==> src/rtl/tw_pkg.sv <==
package tw_pkg;

    typedef enum logic [2:0] {
        ST_OFFLINE,
        ST_ACTIVATE,
        ST_NTDI,
        ST_TMS,
        ST_TDO
    } tw_state_e;

    localparam int FIELD_W    = 4;
    localparam int FIELDS     = 3;
    localparam int PKT_W      = FIELD_W * FIELDS;

    // field order in the packet word: mode (lowest), extension, check
    localparam logic [FIELD_W-1:0] MODE_CODE = 4'b1100;
    localparam logic [FIELD_W-1:0] EXT_CODE  = 4'b1000;
    localparam logic [FIELD_W-1:0] CHK_CODE  = 4'b0000;
    localparam logic [PKT_W-1:0]   PKT_CODE  = {CHK_CODE, EXT_CODE, MODE_CODE};

    localparam int SEL_EDGES  = 6;
    localparam int RST_EDGES  = 8;

endpackage

==> src/rtl/tw_sync_edge.sv <==
module tw_sync_edge #(
    parameter int STAGES = 2
) (
    input  logic clk,
    input  logic rst_n,
    input  logic tck_i,
    input  logic tmsc_i,
    output logic tck_lvl,
    output logic tck_rise,
    output logic tck_fall,
    output logic tmsc_lvl,
    output logic tmsc_edge
);

    logic [STAGES-1:0] tck_sh;
    logic [STAGES-1:0] tmsc_sh;
    logic              tck_prev;
    logic              tmsc_prev;

    always_ff @(posedge clk or negedge rst_n) begin
        if (!rst_n) begin
            tck_sh    <= '0;
            tmsc_sh   <= '0;
            tck_prev  <= 1'b0;
            tmsc_prev <= 1'b0;
        end else begin
            tck_sh[0]  <= tck_i;
            tmsc_sh[0] <= tmsc_i;
            for (int i = 1; i < STAGES; i++) begin
                tck_sh[i]  <= tck_sh[i-1];
                tmsc_sh[i] <= tmsc_sh[i-1];
            end
            tck_prev  <= tck_sh[STAGES-1];
            tmsc_prev <= tmsc_sh[STAGES-1];
        end
    end

    assign tck_lvl   = tck_sh[STAGES-1];
    assign tmsc_lvl  = tmsc_sh[STAGES-1];
    assign tck_rise  = tck_lvl & ~tck_prev;
    assign tck_fall  = ~tck_lvl & tck_prev;
    assign tmsc_edge = tmsc_lvl ^ tmsc_prev;

endmodule

==> src/rtl/tw_escape_det.sv <==
module tw_escape_det #(
    parameter int CNT_W     = 4,
    parameter int SEL_EDGES = 6,
    parameter int RST_EDGES = 8
) (
    input  logic clk,
    input  logic rst_n,
    input  logic tck_lvl,
    input  logic tck_rise,
    input  logic tck_fall,
    input  logic tmsc_edge,
    output logic esc_select,
    output logic esc_reset
);

    localparam logic [CNT_W-1:0] CNT_MAX = {CNT_W{1'b1}};
    localparam logic [CNT_W-1:0] SEL_LIM = CNT_W'(SEL_EDGES);
    localparam logic [CNT_W-1:0] RST_LIM = CNT_W'(RST_EDGES);

    logic [CNT_W-1:0] edge_cnt_q;

    always_ff @(posedge clk or negedge rst_n) begin
        if (!rst_n) begin
            edge_cnt_q <= '0;
        end else if (tck_rise) begin
            edge_cnt_q <= '0;
        end else if (tck_lvl && tmsc_edge && (edge_cnt_q != CNT_MAX)) begin
            edge_cnt_q <= edge_cnt_q + 1'b1;
        end
    end

    // judged once per high phase, at the falling test clock
    assign esc_reset  = tck_fall && (edge_cnt_q >= RST_LIM);
    assign esc_select = tck_fall && (edge_cnt_q >= SEL_LIM) && (edge_cnt_q < RST_LIM);

endmodule

==> src/rtl/tw_act_decoder.sv <==
module tw_act_decoder #(
    parameter int FIELD_W = 4,
    parameter int FIELDS  = 3,
    parameter logic [FIELD_W*FIELDS-1:0] EXPECT = '0
) (
    input  logic clk,
    input  logic rst_n,
    input  logic start,
    input  logic sample,
    input  logic bit_in,
    output logic done,
    output logic match
);

    localparam int TOTAL = FIELD_W * FIELDS;
    localparam int IDX_W = $clog2(TOTAL);

    logic [TOTAL-1:0]  word_q;
    logic [TOTAL-1:0]  word_nx;
    logic [IDX_W-1:0]  idx_q;
    logic [FIELDS-1:0] fld_ok;

    always_comb begin
        word_nx = word_q;
        for (int i = 0; i < TOTAL; i++) begin
            if (idx_q == IDX_W'(i)) begin
                word_nx[i] = bit_in;
            end
        end
    end

    assign done = sample && (idx_q == IDX_W'(TOTAL - 1));

    always_ff @(posedge clk or negedge rst_n) begin
        if (!rst_n) begin
            word_q <= '0;
            idx_q  <= '0;
        end else if (start) begin
            word_q <= '0;
            idx_q  <= '0;
        end else if (sample) begin
            word_q <= word_nx;
            idx_q  <= done ? '0 : idx_q + 1'b1;
        end
    end

    genvar f;
    for (f = 0; f < FIELDS; f++) begin : g_field
        assign fld_ok[f] = (word_nx[f*FIELD_W +: FIELD_W] == EXPECT[f*FIELD_W +: FIELD_W]);
    end

    assign match = &fld_ok;

endmodule

==> src/rtl/twowire_jtag_bridge.sv <==
module twowire_jtag_bridge
    import tw_pkg::*;
#(
    parameter int SYNC_STAGES = 2,
    parameter int ESC_CNT_W   = 4
) (
    input  logic clk,
    input  logic rst_n,
    input  logic tck_i,
    input  logic tmsc_i,
    output logic tmsc_o,
    output logic tmsc_oe,
    input  logic tap_tdo,
    output logic tap_tck_en,
    output logic tap_tms,
    output logic tap_tdi,
    output logic tap_trst
);

    logic      tck_lvl, tck_rise, tck_fall, tmsc_lvl, tmsc_edge;
    logic      esc_select, esc_reset;
    logic      act_done, act_match, act_sample;
    tw_state_e state_q, state_d;

    tw_sync_edge #(.STAGES(SYNC_STAGES)) u_sync (
        .clk       (clk),
        .rst_n     (rst_n),
        .tck_i     (tck_i),
        .tmsc_i    (tmsc_i),
        .tck_lvl   (tck_lvl),
        .tck_rise  (tck_rise),
        .tck_fall  (tck_fall),
        .tmsc_lvl  (tmsc_lvl),
        .tmsc_edge (tmsc_edge)
    );

    tw_escape_det #(
        .CNT_W     (ESC_CNT_W),
        .SEL_EDGES (SEL_EDGES),
        .RST_EDGES (RST_EDGES)
    ) u_esc (
        .clk        (clk),
        .rst_n      (rst_n),
        .tck_lvl    (tck_lvl),
        .tck_rise   (tck_rise),
        .tck_fall   (tck_fall),
        .tmsc_edge  (tmsc_edge),
        .esc_select (esc_select),
        .esc_reset  (esc_reset)
    );

    assign act_sample = tck_rise && (state_q == ST_ACTIVATE);

    tw_act_decoder #(
        .FIELD_W (FIELD_W),
        .FIELDS  (FIELDS),
        .EXPECT  (PKT_CODE)
    ) u_act (
        .clk    (clk),
        .rst_n  (rst_n),
        .start  (esc_select),
        .sample (act_sample),
        .bit_in (tmsc_lvl),
        .done   (act_done),
        .match  (act_match)
    );

    // state register
    always_ff @(posedge clk or negedge rst_n) begin
        if (!rst_n) begin
            state_q <= ST_OFFLINE;
        end else begin
            state_q <= state_d;
        end
    end

    // next state: phases move on test-clock rises, escapes on falls
    always_comb begin
        state_d = state_q;
        unique case (state_q)
            ST_OFFLINE:  state_d = ST_OFFLINE;
            ST_ACTIVATE: if (act_done) state_d = act_match ? ST_NTDI : ST_OFFLINE;
            ST_NTDI:     if (tck_rise) state_d = ST_TMS;
            ST_TMS:      if (tck_rise) state_d = ST_TDO;
            ST_TDO:      if (tck_rise) state_d = ST_NTDI;
            default:     state_d = ST_OFFLINE;
        endcase
        if (esc_reset) begin
            state_d = ST_OFFLINE;
        end else if (esc_select) begin
            state_d = ST_ACTIVATE;
        end
    end

    // registered outputs
    always_ff @(posedge clk or negedge rst_n) begin
        if (!rst_n) begin
            tap_tck_en <= 1'b0;
            tap_trst   <= 1'b0;
            tap_tdi    <= 1'b0;
            tap_tms    <= 1'b0;
            tmsc_oe    <= 1'b0;
            tmsc_o     <= 1'b0;
        end else begin
            tap_tck_en <= tck_rise && (state_q == ST_TDO);
            tap_trst   <= esc_reset;
            if (tck_rise && (state_q == ST_NTDI)) begin
                tap_tdi <= ~tmsc_lvl;
            end
            if (tck_rise && (state_q == ST_TMS)) begin
                tap_tms <= tmsc_lvl;
            end
            if (tck_fall) begin
                tmsc_oe <= (state_q == ST_TDO) && !esc_reset && !esc_select;
                if (state_q == ST_TDO) begin
                    tmsc_o <= tap_tdo;
                end
            end
        end
    end

endmodule

==> config.mk <==
export PLATFORM = sky130hd
export DESIGN_NAME = twowire_jtag_bridge
export DESIGN_NICKNAME = d
export VERILOG_FILES = /design/src/rtl/tw_pkg.sv /design/src/rtl/tw_sync_edge.sv /design/src/rtl/tw_escape_det.sv /design/src/rtl/tw_act_decoder.sv /design/src/rtl/twowire_jtag_bridge.sv
export SDC_FILE = /design/constraint.sdc
export NUM_CORES = 1
export LEC_CHECK = 0
export ABC_AREA = 1
export ABC_CLOCK_PERIOD_IN_PS = 3250
export BUFFER_PORTS_ARGS = -buffer_cell sky130_fd_sc_hd__buf_2
export CAP_MARGIN = 20
export CORE_MARGIN = 5
export CORE_UTILIZATION = 64
export CTS_CLUSTER_DIAMETER = 40
export DETAILED_ROUTE_END_ITERATION = 16
export GPL_TIMING_DRIVEN = 0
export PLACE_DENSITY = 0.83
export RECOVER_POWER = 50
export SYNTH_ARGS = -nofsm -noshare
export SYNTH_HDL_FRONTEND = slang
export SYNTH_HIERARCHICAL = 1
export SYNTH_SLANG_ARGS = --single-unit
==> constraint.sdc <==
create_clock -name clk -period 3.25 [get_ports clk]
set_input_delay 0.4875 -clock clk [delete_from_list [all_inputs] [get_ports clk]]
set_output_delay 0.4875 -clock clk [all_outputs]
set_load 0.02 [all_outputs]
# Word level (Yosys, flattened, before mapping)
# Index checks and enable logic that the tools add are counted.
# classes
n_eq_ne	22
n_addsub	2
reduce_logical	21
n_mux	27
order_cmp	3
bitwise	6
# ops
cell	count
$eq 4x4->1 const B	6
$mux 12	2
$mux 4	5
$mux 3	6
$eq 4x3->1 const B	4
$ne 4x4->1 const B	4
$logic_and 1x1->1	12
$mux 1	12
$pmux 3 s4	1
$add 4x1->4 const B	2
$eq 4x2->1 const B	2
$logic_not 4->1	2
$eq 3x2->1 const B	2
$eq 4x1->1 const B	1
$ge 4x3->1 const B	1
$ge 4x4->1 const B	1
$lt 4x4->1 const B	1
$ne 4x3->1 const B	1
$reduce_and 4->1	1
$reduce_bool 2->1	2
$eq 3x1->1 const B	1
$eq 3x3->1 const B	1
$not 1->1	3
$reduce_and 3->1	1
5 further kinds	7
# word_totals
word_cells	95
out_inout_bits	6
inputBits	5
register_bits	35

# Longest topological paths before layout
# depth
ltp_word	9
mapped_depth	15
ltp_nobuf	15

# Hierarchy
# The synthesis kept the hierarchy.
# by_module_without_submodules
mod	cells_per_inst	area_each_um2	n_inst	seq_area_each_um2
tw_act_decoder	137	977.2	1	400.4
twowire_jtag_bridge	69	480.5	1	225.2
tw_escape_det	38	265.3	1	100.1
tw_sync_edge	15	183.9	1	150.1

# Worst setup path after synthesis
# OpenSTA, ideal clock, no wires.
# synth_path
path_type	register -> register
start	register u_sync.tck_sh[1]
end	register state_q[1]
synth_period_minus_slack_ns	1.686
setup_time_ns	0.116
required_time_ns	3.134
n_path_buf	0
arrival_ns	1.570
setup_slack_ns	1.564
path_stages_with_launch	14
cell_sequence	dfrtp_1 -> inv_1 -> nor2_1 -> inv_1 -> nor2_1 -> nand3_1 -> inv_1 -> inv_1 -> nand2_1 -> nor2_1 -> nor2_1 -> nand2_1 -> nand2_1 -> nand2_1
# synth_between
word_cells_on_any_way	15
classes_between	eq/ne: 4; mux: 2; bitwise: 3; reduce/logical: 6
# synth_rtl
item	line	text
from (decl)	tw_sync_edge.sv:15	logic [STAGES-1:0] tck_sh;
from (signal, indexed assignment)	tw_sync_edge.sv:30	tck_sh[i] <= tck_sh[i-1];
$and 1x1->1	tw_sync_edge.sv:40	assign tck_rise = tck_lvl & ~tck_prev;
named net tck_rise	twowire_jtag_bridge.sv:20	logic tck_lvl, tck_rise, tck_fall, tmsc_lvl, tmsc_edge;
$logic_and 1x1->1	twowire_jtag_bridge.sv:52	assign act_sample = tck_rise && (state_q == ST_ACTIVATE);
named net act_sample	twowire_jtag_bridge.sv:22	logic act_done, act_match, act_sample;
$logic_and 1x1->1	tw_act_decoder.sv:32	assign done = sample && (idx_q == IDX_W'(TOTAL - 1));
named net act_done	twowire_jtag_bridge.sv:22	
$ne 4x3->1 (no line)	-	
$reduce_and 4->1 (no line)	-	
to (signal assigned)	twowire_jtag_bridge.sv:73	state_q <= state_d;
to (decl)	twowire_jtag_bridge.sv:23	tw_state_e state_q, state_d;
# The timed path passes the listed nets, and every way through them passes these cells.
# A chain may end at the register's enable or synchronous reset.

# Worst setup path in the final report
# layout_path
start	register u_sync.tck_sh[1]
end	register u_act.word_q[0]
# layout_between
word_cells_on_any_way	8
classes_between	mux: 1; bitwise: 3; reduce/logical: 4
# layout_rtl
item	line	text
$and 1x1->1	tw_sync_edge.sv:40	
named net tck_rise	twowire_jtag_bridge.sv:20	
$logic_and 1x1->1	twowire_jtag_bridge.sv:52	
named net act_sample	twowire_jtag_bridge.sv:22	
$reduce_bool 2->1 (no line)	-	
to (signal assigned)	tw_act_decoder.sv:42	word_q <= word_nx;
to (decl)	tw_act_decoder.sv:18	logic [TOTAL-1:0] word_q;
# The timed path passes the listed nets, and every way through them passes these cells.

==> results summary <==
The synthesized design contains 0 enable-type register cells. The number of cells on the worst reg-to-reg path is 9. The filler-free cell count of the finished design is 308. The number of violations of the max-capacitance limit came out at 1. Setup repair after global routing left no endpoint under its margin. CTS saw 35 sinks. The flip-flop and latch count after synthesis is 35. The layout has 223 filler cells. In this run the critical register-to-register path is captured at u_act/word_q[0].

In this run, CTS created clock tree buffers numbering 5. The number of buffer cells added on primary ports is 10. The CTS H-tree depth came out at 2. The clock skew after layout came out at 10.5 ps.

The via count of the first global-routing pass came out at 1,596. Static timing analysis puts the maximum clock frequency at between 0.4 and 0.5 GHz. The cell at the root of the clock tree is sky130_fd_sc_hd__clkbuf_4. The worst hold slack across all endpoints came out at 239 ps. The cell leakage power came out at 1.15 nW. The first-pass detailed-route iteration total is 4. The worst IR drop on VDD came out at 0.000411 V. The overall overflow remaining after global route came out at 0. The post-synthesis async set-or-reset flop share is 100%. The TritonCTS clock tree is yes. Leaving out fill and tap cells, the most frequent cell in the layout is sky130_fd_sc_hd__nand2_1.

In this run the worst setup path terminates at u_act/word_q[0]. For this run, the total global-route usage over all layers was measured as 21.5%. The net switching fraction of the power came out at between 20% and 30%. Ranked by total cell area, the synthesized netlist is headed by sky130_fd_sc_hd__dfrtp_1, sky130_fd_sc_hd__nand2_1, sky130_fd_sc_hd__nand3_1. The total power density per cell area is around 530 nW/µm². The warning count from the yosys run is 6.

The largest total area in the synthesized netlist belongs to sky130_fd_sc_hd__dfrtp_1. The total net switching power is 0.000333 W. The proportion of synthesized chip area in sequential cells is 45.9%. The worst hold path begins at tmsc_i. The CTS clock-pin slew for the worst setup and hold paths came out at 110 ps.

The number of cell rows came out at 19. The worst register-to-register path begins at u_sync/tck_sh[1]. The number of nets produced by synthesis is 271. The final period demand of the worst path came out at 2250 ps.

The final routed DRC violation total is 0. The per-instance average area after synthesis is 7.36 µm². The unique cell type count in the Yosys netlist is 22.

The number of setup buffers added after CTS is 0. The per-cell via count in the routed design came out at 5.41. The critical path start-end classification is register to register. The final critical-path share of the clock period came out at 69.3%. The multi-input combinational cell area came out at 875 µm². In this run the remaining antenna-violating nets after routing total 0. The total I/O pin count came out at 11. The y dimension of the die came out at 64.6 µm. The final-report hold violation count was 0.

The die area is ~4200 µm². The final estimated routing congestion in global placement came out at 0.905. The clock share of power is between 30% and 40%. The final net count came out at 288. The accumulated negative setup slack is 0 ps. The worst-skew pair later-pin latency came out at 350 ps. The sequential power share is between 40% and 50%. The layout overhead on the synthesized area is 9.91%. The first-pass GRT wire length came out at approximately 7000 µm. The checks that failed: capacitance limit, slew limit.

The worst setup timing slack at the placement stage came out at 1080 ps. The area of the core came out at 2810 µm². The internal cell power is 0.000783 W. Per report_power, the combinational group accounts for about a fifth of the total. The die is 64.6 µm wide. For the pin with the worst max-slew slack, the measured transition is between 1500 and 2000 ps. In this run the worst path has a maximum fanout of 10. The summed instance area of the synthesized netlist is 1910 µm². The number of violations reported at the end of detailed-routing iteration 0 came out at between 150 and 200. The worst endpoint required time is 3540 ps.

Among all flip-flop cells after synthesis, the most frequent one is sky130_fd_sc_hd__dfrtp_1. The fraction of post-synthesis cell area in the top cell type by area came out at 45.9%. The final max-slew violation count is 36. Across the whole layout, storage elements account for 876 µm². The post-route cell area is 2100 µm². The half-perimeter wire length of the detailed placement result is roughly 2700 µm. The initial antenna violation count came out at 0. The worst relative slew slack is -18.9%. The flow ran to the end, but the final reports show violations. No sink is reached through more buffers than the 2 on the longest clock path. In this run the worst hold path is classified as input pin to register. STA classifies the critical path endpoint as a register. The count of cells resized by post-cts repair came out at 0. The antenna diode count came out at 0. Once routing completed, OpenROAD measured the worst setup slack at 999 ps. Cells with a size suffix above 1 make up roughly 11% of the layout. The routed layout has ~1,700 vias. The initial utilization of the core area, before any placement, comes to 68.0%. The aggregate routed wire length is 3830 µm. The critical path data arrival time is 2540 ps.

The detail-routed net length per standard cell is 12.4 µm. STA classifies the critical path startpoint as a register. The post-placement cell area is 2000 µm². The slack of the worst reg-to-reg path came out at 1000 ps. The number of hold buffers added after CTS was 0. Entering global routing, the biggest net connects 36 pins. The start point of the critical path is u_sync/tck_sh[1]. The number of placed instances, taps included is 300. Setup violations remaining at the end of the flow were counted as 0.

The top cell types in the final layout, fill and taps aside, are sky130_fd_sc_hd__nand2_1, sky130_fd_sc_hd__dfrtp_1, sky130_fd_sc_hd__inv_1. The instance count of the mapped netlist came out at ~260.
power by group through the flow:
stage	Sequential, W	Clock (W)	Combinational, W
global placement	0.000513	0	0.000201
detailed placement	0.000516	0	0.000206
CTS	0.000507	0.000398	0.000208
finish	0.000508	0.000393	0.000215
floorplan	0.000506	0	0.000159
global route	0.000514	0.000426	0.000242
layout make-up:
type	instances	area share, %
Clock inverter	2	2.87
Buffer	3	0.776
Clock buffer	6	1.97
Multi-Input combinational cell	184	41.7
Tap cell	31	1.85
Timing Repair Buffer	10	2.33
Sequential cell	35	41.8
Inverter	37	6.69
sequential cells by signal, summed over array words and instances (netlist names):
signal and count:
tmsc_o 1, u_esc/edge_cnt_q 4, u_act/idx_q 4, u_sync/tck_sh 2
tap_tdi 1, u_sync/tmsc_sh 2, u_sync/tck_prev 1, tap_trst 1
tmsc_oe 1, tap_tms 1, u_act/word_q 12, tap_tck_en 1
state_q 3, u_sync/tmsc_prev 1
worst min path at each step:
stage	to	slack (ps)	cells past startpoint
after global routing	u_sync/tmsc_sh[0]	200	1
after CTS	u_act/word_q[10]	210	1
after detailed placement	u_sync/tck_sh[1]	340	0
after floorplan	state_q[0]	190	0
after global placement	u_sync/tmsc_sh[1]	330	0
final	u_sync/tmsc_sh[0]	240	1
layer usage:
layer  share of wire, %  track usage (%)  up-vias
met3                8.4             6.74        6
met1                 47             27.2      745
met4                1.5             8.44        0
met5                  0                0        -
met2                 44             34.5       64
li1                   -                -      851
cells by family (layout without fill, tap and decap cells):
kind of cell,after synthesis,in the layout,synth area share (%)
AOI/OAI and AO/OA,17,17,4.86
xor gates and xnor gates,1,1,0.459
adders and majority gates,7,7,4.59
buffers and inverters,40,58,8.20
DFF,35,35,45.9
and+or+nand+nor,159,159,36.0
synthesized netlist by cell type (2+ instances only):
cell and instances:
sky130_fd_sc_hd__inv_1 33, sky130_fd_sc_hd__nor2_1 28, sky130_fd_sc_hd__nor3_1 2, sky130_fd_sc_hd__nor2_2 2, sky130_fd_sc_hd__ha_1 7, sky130_fd_sc_hd__nand2_2 3
sky130_fd_sc_hd__o21ai_1 2, sky130_fd_sc_hd__inv_2 3, sky130_fd_sc_hd__o22ai_1 6, sky130_fd_sc_hd__dfrtp_1 35, sky130_fd_sc_hd__nand3_1 32, sky130_fd_sc_hd__nand4_1 7
sky130_fd_sc_hd__nand2_1 82, sky130_fd_sc_hd__o21ai_0 9
per-stage QoR:
| step | util [%] | power [W] |
|---|---|---|
| 2_1_floorplan | - | 0.000665 |
| 3_3_place_gp | 71.1 | 0.000714 |
| 6_report | 74.7 | 0.00112 |
| 3_5_place_dp | 71.1 | 0.000723 |
| 5_1_grt | 74.7 | 0.00118 |
| 4_1_cts | 74.8 | 0.00111 |
critical path, cell delays in order (launching register included):
cell and delay (ps):
sky130_fd_sc_hd__dfrtp_1 400, sky130_fd_sc_hd__inv_1 50, sky130_fd_sc_hd__nor2_1 340, sky130_fd_sc_hd__inv_1 180, sky130_fd_sc_hd__nor2_1 380, sky130_fd_sc_hd__nor2_2 190
sky130_fd_sc_hd__inv_1 190, sky130_fd_sc_hd__buf_2 260, sky130_fd_sc_hd__nand3_1 100, sky130_fd_sc_hd__nand2_1 80
No activity file was read; power rests on OpenSTA's default activity.
